`config.mk`:
```
export PLATFORM = sky130hd
export DESIGN_NAME = sar_adc_sequencer
export DESIGN_NICKNAME = d
export VERILOG_FILES = /design/src/rtl/sar_seq_pkg.sv /design/src/rtl/sar_phase_timer.sv /design/src/rtl/sar_seq_fsm.sv /design/src/rtl/sar_sample_shifter.sv /design/src/rtl/sar_mux_select.sv /design/src/rtl/sar_adc_sequencer.sv
export SDC_FILE = /design/constraint.sdc
export NUM_CORES = 1
export LEC_CHECK = 0
export ABC_AREA = 1
export CORE_ASPECT_RATIO = 2
export CORE_MARGIN = 2
export CORE_UTILIZATION = 49
export DETAILED_ROUTE_END_ITERATION = 10
export PLACE_DENSITY = 0.75
export SETUP_SLACK_MARGIN = 0.05
export SYNTH_ARGS = -nofsm -noshare
export SYNTH_HDL_FRONTEND = slang
export SYNTH_SLANG_ARGS = --single-unit
```
`constraint.sdc`:
```
create_clock -name clk_i -period 2.05 [get_ports clk_i]
set_input_delay 0.5125 -clock clk_i [delete_from_list [all_inputs] [get_ports clk_i]]
set_output_delay 0.5125 -clock clk_i [all_outputs]
set_load 0.02 [all_outputs]
```
`src/rtl/sar_seq_pkg.sv`:
```
package sar_seq_pkg;

  typedef enum logic [1:0] {
    PH_BOOT  = 2'd0,
    PH_CONV  = 2'd1,
    PH_SHIFT = 2'd2
  } phase_e;

  function automatic longint ceil_div(input longint num, input longint den);
    return (num + den - 1) / den;
  endfunction

  function automatic longint max_l(input longint a, input longint b);
    return (a > b) ? a : b;
  endfunction

endpackage

```
`src/rtl/sar_phase_timer.sv`:
```
module sar_phase_timer #(
  parameter int unsigned CNT_W = 6
) (
  input  logic             clk_i,
  input  logic             rst_ni,
  input  logic [CNT_W-1:0] limit_i,
  output logic             tick_o
);

  logic [CNT_W-1:0] cnt_q, cnt_d;

  assign tick_o = (cnt_q == limit_i);

  always_comb begin
    if (tick_o) cnt_d = '0;
    else        cnt_d = cnt_q + 1'b1;
  end

  always_ff @(posedge clk_i or negedge rst_ni) begin
    if (!rst_ni) cnt_q <= '0;
    else         cnt_q <= cnt_d;
  end

  AST_TICK_SINGLE: assert property (@(posedge clk_i) disable iff (!rst_ni)
    tick_o |=> !tick_o);
  AST_CNT_BOUND: assert property (@(posedge clk_i) disable iff (!rst_ni)
    cnt_q <= limit_i);

endmodule

```
`src/rtl/sar_seq_fsm.sv`:
```
module sar_seq_fsm
  import sar_seq_pkg::*;
#(
  parameter int unsigned CNT_W     = 6,
  parameter int unsigned BOOT_LIM  = 59,
  parameter int unsigned CONV_LIM  = 43,
  parameter int unsigned SHIFT_LIM = 15
) (
  input  logic             clk_i,
  input  logic             rst_ni,
  input  logic             tick_i,
  output logic [CNT_W-1:0] limit_o,
  output logic             conv_o,
  output logic             sclk_en_o,
  output logic             mux_inc_o,
  output logic             shift_last_o
);

  phase_e state_q, state_d;

  always_comb begin
    state_d = state_q;
    if (tick_i) begin
      case (state_q)
        PH_BOOT:  state_d = PH_CONV;
        PH_CONV:  state_d = PH_SHIFT;
        PH_SHIFT: state_d = PH_CONV;
        default:  state_d = PH_BOOT;
      endcase
    end
  end

  always_ff @(posedge clk_i or negedge rst_ni) begin
    if (!rst_ni) state_q <= PH_BOOT;
    else         state_q <= state_d;
  end

  always_comb begin
    case (state_q)
      PH_CONV:  limit_o = CNT_W'(CONV_LIM);
      PH_SHIFT: limit_o = CNT_W'(SHIFT_LIM);
      default:  limit_o = CNT_W'(BOOT_LIM);
    endcase
  end

  assign conv_o       = (state_q == PH_CONV);
  assign sclk_en_o    = (state_q == PH_SHIFT);
  assign mux_inc_o    = conv_o & tick_i;
  assign shift_last_o = sclk_en_o & tick_i;

  AST_BOOT_ONCE: assert property (@(posedge clk_i) disable iff (!rst_ni)
    (state_q != PH_BOOT) |=> (state_q != PH_BOOT));
  AST_SHIFT_TO_CONV: assert property (@(posedge clk_i) disable iff (!rst_ni)
    shift_last_o |=> conv_o);

endmodule

```
`src/rtl/sar_sample_shifter.sv`:
```
module sar_sample_shifter #(
  parameter int unsigned SAMPLE_W = 16
) (
  input  logic                clk_i,
  input  logic                rst_ni,
  input  logic                shift_i,
  input  logic                last_i,
  input  logic                sdo_i,
  output logic [SAMPLE_W-1:0] data_o,
  output logic                valid_o
);

  logic [SAMPLE_W-1:0] data_q;
  logic                valid_q;

  always_ff @(posedge clk_i or negedge rst_ni) begin
    if (!rst_ni) begin
      data_q <= '0;
    end else if (shift_i) begin
      data_q <= {data_q[SAMPLE_W-2:0], sdo_i};
    end
  end

  always_ff @(posedge clk_i or negedge rst_ni) begin
    if (!rst_ni) valid_q <= 1'b0;
    else         valid_q <= last_i;
  end

  assign data_o  = data_q;
  assign valid_o = valid_q;

  AST_SAMPLE_HOLD: assert property (@(posedge clk_i) disable iff (!rst_ni)
    !shift_i |=> $stable(data_q));
  AST_VALID_PULSE: assert property (@(posedge clk_i) disable iff (!rst_ni)
    valid_q |=> !valid_q);

endmodule

```
`src/rtl/sar_mux_select.sv`:
```
module sar_mux_select #(
  parameter int unsigned MUX_CH = 8,
  localparam int unsigned CH_W = $clog2(MUX_CH)
) (
  input  logic            clk_i,
  input  logic            rst_ni,
  input  logic            inc_i,
  input  logic            ovr_en_i,
  input  logic [CH_W-1:0] ovr_ch_i,
  output logic [CH_W-1:0] sel_o
);

  logic [CH_W-1:0] ch_q, ch_d;
  logic            step;

  assign step = inc_i & ~ovr_en_i;

  always_comb begin
    ch_d = ch_q;
    if (step) begin
      if (ch_q == CH_W'(MUX_CH - 1)) ch_d = '0;
      else                           ch_d = ch_q + 1'b1;
    end
  end

  always_ff @(posedge clk_i or negedge rst_ni) begin
    if (!rst_ni) ch_q <= '0;
    else         ch_q <= ch_d;
  end

  assign sel_o = ovr_en_i ? ovr_ch_i : ch_q;

  AST_OVR_FREEZE: assert property (@(posedge clk_i) disable iff (!rst_ni)
    ovr_en_i |=> $stable(ch_q));
  AST_CH_WRAP: assert property (@(posedge clk_i) disable iff (!rst_ni)
    (inc_i && !ovr_en_i && ch_q == CH_W'(MUX_CH - 1)) |=> (ch_q == '0));

endmodule

```
`src/rtl/sar_adc_sequencer.sv`:
```
module sar_adc_sequencer
  import sar_seq_pkg::*;
#(
  parameter int unsigned CLK_HZ      = 60_000_000,
  parameter int unsigned SAMPLE_HZ   = 1_000_000,
  parameter int unsigned BOOT_NS     = 1000,
  parameter int unsigned CONV_MIN_NS = 710,
  parameter int unsigned SCLK_MAX_HZ = 83_333_333,
  parameter int unsigned SAMPLE_W    = 16,
  parameter int unsigned MUX_CH      = 8
) (
  input  logic                        clk_i,
  input  logic                        rst_ni,
  input  logic                        sdo_i,
  input  logic                        ovr_en_i,
  input  logic [$clog2(MUX_CH)-1:0]   ovr_ch_i,
  output logic                        conv_o,
  output logic                        sclk_en_o,
  output logic [SAMPLE_W-1:0]         sample_o,
  output logic                        sample_valid_o,
  output logic                        mux_inc_o,
  output logic [$clog2(MUX_CH)-1:0]   mux_sel_o
);

  localparam longint NS_PER_S     = 64'd1_000_000_000;
  localparam longint FRAME_CYC    = ceil_div(longint'(CLK_HZ), longint'(SAMPLE_HZ));
  localparam longint BOOT_CYC     = ceil_div(longint'(BOOT_NS) * longint'(CLK_HZ), NS_PER_S);
  localparam longint CONV_MIN_CYC = ceil_div(longint'(CONV_MIN_NS) * longint'(CLK_HZ), NS_PER_S);
  localparam longint CONV_CYC     = max_l(CONV_MIN_CYC, FRAME_CYC - longint'(SAMPLE_W));
  localparam longint SHIFT_CYC    = longint'(SAMPLE_W);
  localparam longint LONGEST_CYC  = max_l(max_l(BOOT_CYC, CONV_CYC), SHIFT_CYC);
  localparam int unsigned CNT_W   = $clog2(LONGEST_CYC);
  localparam bit PARAMS_OK = (CONV_MIN_CYC + SHIFT_CYC <= FRAME_CYC) &&
                             (CLK_HZ <= SCLK_MAX_HZ) && (BOOT_CYC >= 2) &&
                             (SAMPLE_W >= 2) && (MUX_CH >= 2);

  if (!PARAMS_OK) begin : g_bad_params
    $error("sar_adc_sequencer: clock and sample rate cannot meet converter timing");
  end

  logic [CNT_W-1:0] limit;
  logic             tick;
  logic             shift_last;

  sar_phase_timer #(
    .CNT_W (CNT_W)
  ) i_timer (
    .clk_i   (clk_i),
    .rst_ni  (rst_ni),
    .limit_i (limit),
    .tick_o  (tick)
  );

  sar_seq_fsm #(
    .CNT_W     (CNT_W),
    .BOOT_LIM  (int'(BOOT_CYC - 1)),
    .CONV_LIM  (int'(CONV_CYC - 1)),
    .SHIFT_LIM (int'(SHIFT_CYC - 1))
  ) i_fsm (
    .clk_i        (clk_i),
    .rst_ni       (rst_ni),
    .tick_i       (tick),
    .limit_o      (limit),
    .conv_o       (conv_o),
    .sclk_en_o    (sclk_en_o),
    .mux_inc_o    (mux_inc_o),
    .shift_last_o (shift_last)
  );

  sar_sample_shifter #(
    .SAMPLE_W (SAMPLE_W)
  ) i_shifter (
    .clk_i   (clk_i),
    .rst_ni  (rst_ni),
    .shift_i (sclk_en_o),
    .last_i  (shift_last),
    .sdo_i   (sdo_i),
    .data_o  (sample_o),
    .valid_o (sample_valid_o)
  );

  sar_mux_select #(
    .MUX_CH (MUX_CH)
  ) i_mux (
    .clk_i    (clk_i),
    .rst_ni   (rst_ni),
    .inc_i    (mux_inc_o),
    .ovr_en_i (ovr_en_i),
    .ovr_ch_i (ovr_ch_i),
    .sel_o    (mux_sel_o)
  );

  AST_CONV_SCLK_EXCL: assert property (@(posedge clk_i) disable iff (!rst_ni)
    !(conv_o && sclk_en_o));
  AST_INC_THEN_SHIFT: assert property (@(posedge clk_i) disable iff (!rst_ni)
    mux_inc_o |=> (sclk_en_o && !conv_o));
  AST_VALID_AFTER_SHIFT: assert property (@(posedge clk_i) disable iff (!rst_ni)
    sample_valid_o |-> (!sclk_en_o && $past(sclk_en_o)));

endmodule

```
==> flow_metrics.tcl, run 1 <==
set metrics [dict create \
    fill_cells 200 \
    preCtsSetupSlack_ps -315 \
    synth_edf_count 0 \
    clk_pin_slew_ps 90 \
    chipHeight_um 77.0 \
    peakVddDrop_uv 351 \
    hold_viol 0 \
    timing.critical_path.buf_inv 3 \
    worstSetupPathType "flip-flop to output port" \
    synthAdderAreaFrac_pct 6.72 \
    final_util_pct 76.1 \
    critical_path_arrival_ps 1590 \
    ant_nets 0 \
    finalSetupViolCount 1 \
    wire_per_inst_um 13.8 \
    worstPathMaxFanout 3 \
    post-route-period-util_pct 102 \
    grt_use_met2_pct 42.2 \
    cp-startpoint "i_fsm.state_q[0]" \
    synth_seq_cells 28 \
    finalCriticalPeriod_ps 2100 \
    path_cells "inv_2 > buf_12 > ha_4 > nand3_4 > nand2_2 > nand2_4 > nor2_4 > buf_6" \
    max-slew-margin-rel_pct 72.3 \
    ys_warn_count 0 \
    design_area_um2 1930 \
    worstPathRequired_ps 1540 \
    slowest_delay_ps 400 \
    min_from "i_shifter.data_o[15]" \
    grt_pass1_wl_um 4990 \
    p_leak_uw 0.000926 \
    gr-usage-met3_pct 1.73 \
    crit_family "flip-flops" \
    worstSetupStartpointType "flip-flop" \
    async_reset_ff_share_pct 100 \
    muxShareOfSynthArea_pct 0 \
    grt_usage_pct 22.6 \
    grt_max_degree 29 \
    htree_num_levels 1 \
    place_congestion 0.867 \
    portBuffers 29 \
    stdcell_count 231 \
    fin_nets 219 \
    post-place-cells 220 \
    synth-compound-area-share_pct 7.68 \
    start_util_pct 51.4 \
    clk_latency_ps 270 \
    fmax_mhz 477 \
    top_usage_layer "met2" \
    die_width_um 40.5 \
    area_growth_pct 48.2 \
    status "complete, but fails checks" \
    synthSimpleGateAreaFrac_pct 24.0 \
    synth_top_family_by_area "simple AND/OR/NAND/NOR gates" \
    wirelength_um 3180 \
    die_area_um2 3110 \
    synth_cell_types 20 \
    r2r-start "i_fsm.state_q[0]" \
    drive_gt1_share_pct 26.1 \
    worstMarginPinSlew_ps 415 \
    clk_path_buf_depth 2 \
    endpoint_kind "output port" \
    worst_slack_ps -48.5 \
    skew_ps 3.21 \
    drv_cap 0 \
    fin_setup_tns_ps -48.5 \
    postCtsHoldBufs 0 \
    grt_overflow 0 \
    first_pass_iters 4 \
    rsz0062_at_grt "yes" \
    cts_buffers 3 \
    row_count 26 \
    cts.sinks 28 \
    place_hpwl_um 2220 \
    hp-class "flip-flop to flip-flop" \
    core_um2 2540 \
    regArea_um2 701 \
    syn_nets 160 \
    multi_input_comb_area_um2 578 \
    drcViolationCount 0 \
    diodes 0 \
    ys_seq_area_share_pct 53.7 \
    antenna_found_initial 0 \
    power.density_nw_per_um2 453 \
    synthXorXnorAreaFrac_pct 1.34 \
    cts_tree "done" \
    synthesis.area_um2 1300 \
    io_pins 30 \
    finalMaxSlewViolations 0 \
    critPathSlowestCell "dfrtp_1" \
    syn_inst 146 \
    yosys_most_used_dff "dfrtp_1" \
    root_buffer "clkbuf_8" \
    grt_pass1_vias 1189 \
    dr_total_vias 1193 \
    violations "negative setup slack" \
    avgSynthCellArea_um2 8.93 \
    met1_usage_pct 23.1 \
    viasPerCell 5.16 \
    drtIter0Drc 27 \
    placed_cell_area_um2 1760 \
]
-- per-stage QoR --
| step | total power, uW | hold slack (ps) |
|---|---|---|
| 6_report | 875 | 475 |
| 5_1_grt | 914 | 524 |
| 4_1_cts | 880 | 479 |
| 3_5_place_dp | 604 | 457 |
| 3_3_place_gp | 603 | 457 |
| 2_1_floorplan | 572 | 217 |
-- Yosys cell counts (2+ instances only) --
| cell type | n | area share (%) |
|---|---|---|
| ha_1 | 7 | 6.7 |
| nor2_1 | 10 | 2.9 |
| inv_1 | 17 | 4.9 |
| a21oi_1 | 2 | 0.77 |
| nor2_2 | 4 | 1.9 |
| nand4_1 | 3 | 1.4 |
| o21ai_0 | 17 | 6.5 |
| nand2_2 | 3 | 1.4 |
| buf_2 | 2 | 0.77 |
| dfrtp_1 | 28 | 54 |
| nand2_1 | 44 | 13 |
-- layout by cell type, fill, tap and decap left out --
| cell type | count |
|---|---|
| xnor2_1 | 1 |
| buf_6 | 3 |
| o21ai_1 | 1 |
| nand2_2 | 4 |
| nor2_2 | 2 |
| clkbuf_8 | 3 |
| o21ai_0 | 17 |
| buf_12 | 1 |
| xor2_1 | 1 |
| ha_4 | 2 |
| nand4_1 | 3 |
| nand3_4 | 1 |
| nor2_1 | 9 |
| ha_1 | 5 |
| nor2_4 | 3 |
| inv_2 | 3 |
| buf_4 | 25 |
| clkdlybuf4s50_1 | 22 |
| buf_2 | 1 |
| dlygate4sd2_1 | 3 |
| a21oi_1 | 2 |
| clkdlybuf4s15_2 | 1 |
| nand2_4 | 2 |
| clkbuf_2 | 1 |
| nor3_1 | 1 |
| nand2_1 | 41 |
| nand3_1 | 1 |
| dfrtp_1 | 28 |
| inv_1 | 15 |
| nor2_8 | 1 |
-- routing by layer --
layer | vias up | part of all wire (%)
li1 | 569 | -
met1 | 583 | 36
met2 | 34 | 59
met3 | 7 | 3.3
met4 | 0 | 1.8
met5 | - | 0
-- power breakdown --
group | switching (uW) | internal [uW]
sequential | 0 | 552
combinational | 21.6 | 16.8
clock | 153 | 132
-- worst paths after layout --
check	depth (start not counted)	slack [ps]	endpoint
worst max-delay path	8	-50	mux_inc_o
worst min-delay path	2	470	i_shifter.data_o[15]
worst max register to register	11	370	i_mux.ch_q[1]
worst min register to register	2	470	i_shifter.data_o[15]
max in group asynchronous	2	1170	i_shifter.data_o[11]
min in group asynchronous	2	620	i_shifter.data_o[5]
-- registers in the layout (all words and copies together) (netlist names) --
name,cells
i_fsm.state_q,2
i_shifter.data_o,16
i_mux.ch_q,3
i_timer.cnt_q,6
i_shifter.valid_o,1
-- repair_timing --
item / CTS / global route
gates resized for setup: 25 / 10
hold endpoints to repair: 0 / 0
cloned: 0 / 0
setup buffers: 3 / 5
pin swaps: 2 / 6
endpoints found under the setup margin: 6 / 3
-- cells by family after synthesis --
family                     after synthesis
and+or+nand+nor                         68
DFF                                     28
buffers and inverters                   21
AOI/OAI and AO/OA                       20
adders and majority gates                7
xor gates and xnor gates                 2
-- worst register-to-register path: cells and delay by family, from the launching register on --
family        cells  cell delay (ps)
simple gates      6              520
flops             1              400
fa+ha+maj         1              230
buf+inv           4              420
-- final cells by class --
class,count,area share (%)
flip-flops and latches,28,36.3
well taps,28,1.81
multi-input cells,97,29.9
inverters,18,3.50
clock buffers,3,2.14
repair buffers,57,26.4
No activity file was read; power rests on OpenSTA's default activity.
==> run 2, diff against run 1 <==
==> constraint.sdc (replaced) <==
create_clock -name clk_i -period 2.05 [get_ports clk_i]
set_input_delay 0.41 -clock clk_i [delete_from_list [all_inputs] [get_ports clk_i]]
set_output_delay 0.41 -clock clk_i [all_outputs]
set_load 0.02 [all_outputs]
==> run 2 against run 1 <==
- clock power is 19% higher
- clock skew hardly changed
- critical path type unchanged
- the flow now finishes without violations
- wire length down 1.8%
- first-iteration DRC count is 7.4% lower
==> flow_metrics.tcl, run 2 (same netlist as run 1, synthesis figures left out) <==
set metrics [dict create \
    status "finished, final reports clean" \
    worstPathRequired_ps 1640 \
    grt_pass1_wl_um 4490 \
    clk_pin_slew_ps 90 \
    die_width_um 40.5 \
    cp-startpoint "i_fsm.state_q[1]" \
    fin_nets 216 \
    die_area_um2 3110 \
    finalCriticalPeriod_ps 2040 \
    first_pass_iters 4 \
    largest_reg_flops 16 \
    cts_buffers 3 \
    finalMaxSlewViolations 0 \
    wirelength_um 3130 \
    ant_nets 0 \
    postCtsHoldBufs 0 \
    final_common_cell "nand2_1" \
    min_from "i_shifter.data_o[15]" \
    core_um2 2540 \
    crit_family "simple AND/OR/NAND/NOR gates" \
    worstSetupPathType "flip-flop to output port" \
    cts.sinks 28 \
    slowest_delay_ps 430 \
    design_area_um2 1900 \
    stdcell_count 229 \
    peakVddDrop_uv 415 \
    critPathSlowestCell "dfrtp_1" \
    cp.depth 8 \
    setup.worst_path.end "mux_inc_o" \
    hp-class "flip-flop to flip-flop" \
    portBuffers 29 \
    layout_common_cells "42 x nand2_1, 28 x dfrtp_1, 25 x buf_4" \
    clk_latency_ps 270 \
    post-place-cells 218 \
    dr_total_vias 1180 \
    row_count 26 \
    endpoint_kind "output port" \
    final_util_pct 74.9 \
    place_congestion 0.789 \
    clk_path_buf_depth 2 \
    r2r_slack_ps 370 \
    io_pins 30 \
    worstPathMaxFanout 4 \
    start_util_pct 51.4 \
    fmax_mhz 489 \
    r2r-start "i_fsm.state_q[1]" \
    drv_cap 0 \
    placed_cell_area_um2 1750 \
    worstSetupStartpointType "flip-flop" \
    chipHeight_um 77.0 \
    reg2reg_to "i_mux.ch_q[1]" \
    path_cells "inv_2 > ha_4 > nand2_4 > nand2_2 > nor2_4 > nand2_4 > nor2_4 > buf_6" \
    r2r.worst_path.cells 11 \
    skew_ps 3.69 \
    viasPerCell 5.15 \
    fin_setup_tns_ps 0 \
    drive_gt1_share_pct 24.4 \
    area_growth_pct 45.7 \
    place_hpwl_um 2230 \
    grt_overflow 0 \
    p_leak_uw 0.000903 \
    root_buffer "clkbuf_8" \
    hold_viol 0 \
    worstMarginPinSlew_ps 424 \
    wire_per_inst_um 13.7 \
    timing.critical_path.buf_inv 2 \
    power.density_nw_per_um2 490 \
    critical_path_arrival_ps 1630 \
    max-slew-margin-rel_pct 71.7 \
    diodes 0 \
    finalSetupViolCount 0 \
    grt_usage_pct 20.2 \
    fill_cells 198 \
    drcViolationCount 0 \
    post-route-period-util_pct 99.8 \
    cts_tree "done" \
    htree_num_levels 1 \
    grt_pass1_vias 1132 \
    grt_max_degree 29 \
    antenna_found_initial 0 \
    rsz0062_at_grt "yes" \
    drtIter0Drc 25 \
]
run 2: cell types whose count changed in the layout (fill, tap and decap cells not counted), sizes merged:
cell	delta
clkdlybuf4s50	+1
buf	-4
clkbuf	+1
run 2: layout make-up:
class	instances	area (um^2)	area share (%)
Clock buffer	4	55.1	2.90
Tap cell	28	35.0	1.84
Multi-Input combinational cell	97	571	30.0
Inverter	18	67.6	3.56
Timing Repair Buffer	54	470	24.8
Sequential cell	28	701	36.9
run 2: tightest hold or removal path: cells and delay by family (launching register included):
kind | cells | cell delay, ps
AND/OR/NAND/NOR | 2 | 110
flip-flops | 1 | 360
run 2: power breakdown:
group / leakage [uW] / internal (uW) / switching (uW) / total, uW
Sequential: 0.000372 / 552 / 0 / 552
Combinational: 0.000503 / 18.3 / 22.5 / 40.8
Clock: 0.0000288 / 172 / 167 / 339
run 2: worst min path at each step:
| stage | cells past startpoint | to | slack, ps |
|---|---|---|---|
| floorplan | 0 | i_fsm.state_q[0] | 110 |
| global placement | 2 | i_shifter.data_o[15] | 460 |
| detailed placement | 2 | i_shifter.data_o[15] | 470 |
| CTS | 2 | i_shifter.data_o[15] | 490 |
| global route | 2 | i_shifter.data_o[15] | 530 |
| finish | 2 | i_shifter.data_o[15] | 480 |
run 2: layer usage:
metal	routed length (um)	track usage, %	part of all wire, %	vias to the layer above
met5	0	0	0	-
met1	1140	19.7	36	570
met3	79	0.867	2.5	8
li1	-	-	-	564
met4	79	8.67	2.5	0
met2	1830	38.1	59	38
run 2: repair_timing:
action / CTS / global route
setup buffers: 0 / 7
resized for setup: 13 / 14
pin swaps: 0 / 4
setup endpoints to repair: 6 / 6
run 2: through the flow:
step | worst slack (ps) | total power (uW) | hold WS (ps)
5_1_grt | -51.3 | 961 | 526
3_3_place_gp | -124 | 605 | 456
4_1_cts | -61.3 | 936 | 493
2_1_floorplan | 213 | 572 | 114
3_5_place_dp | -210 | 606 | 470
6_report | 5.01 | 931 | 483
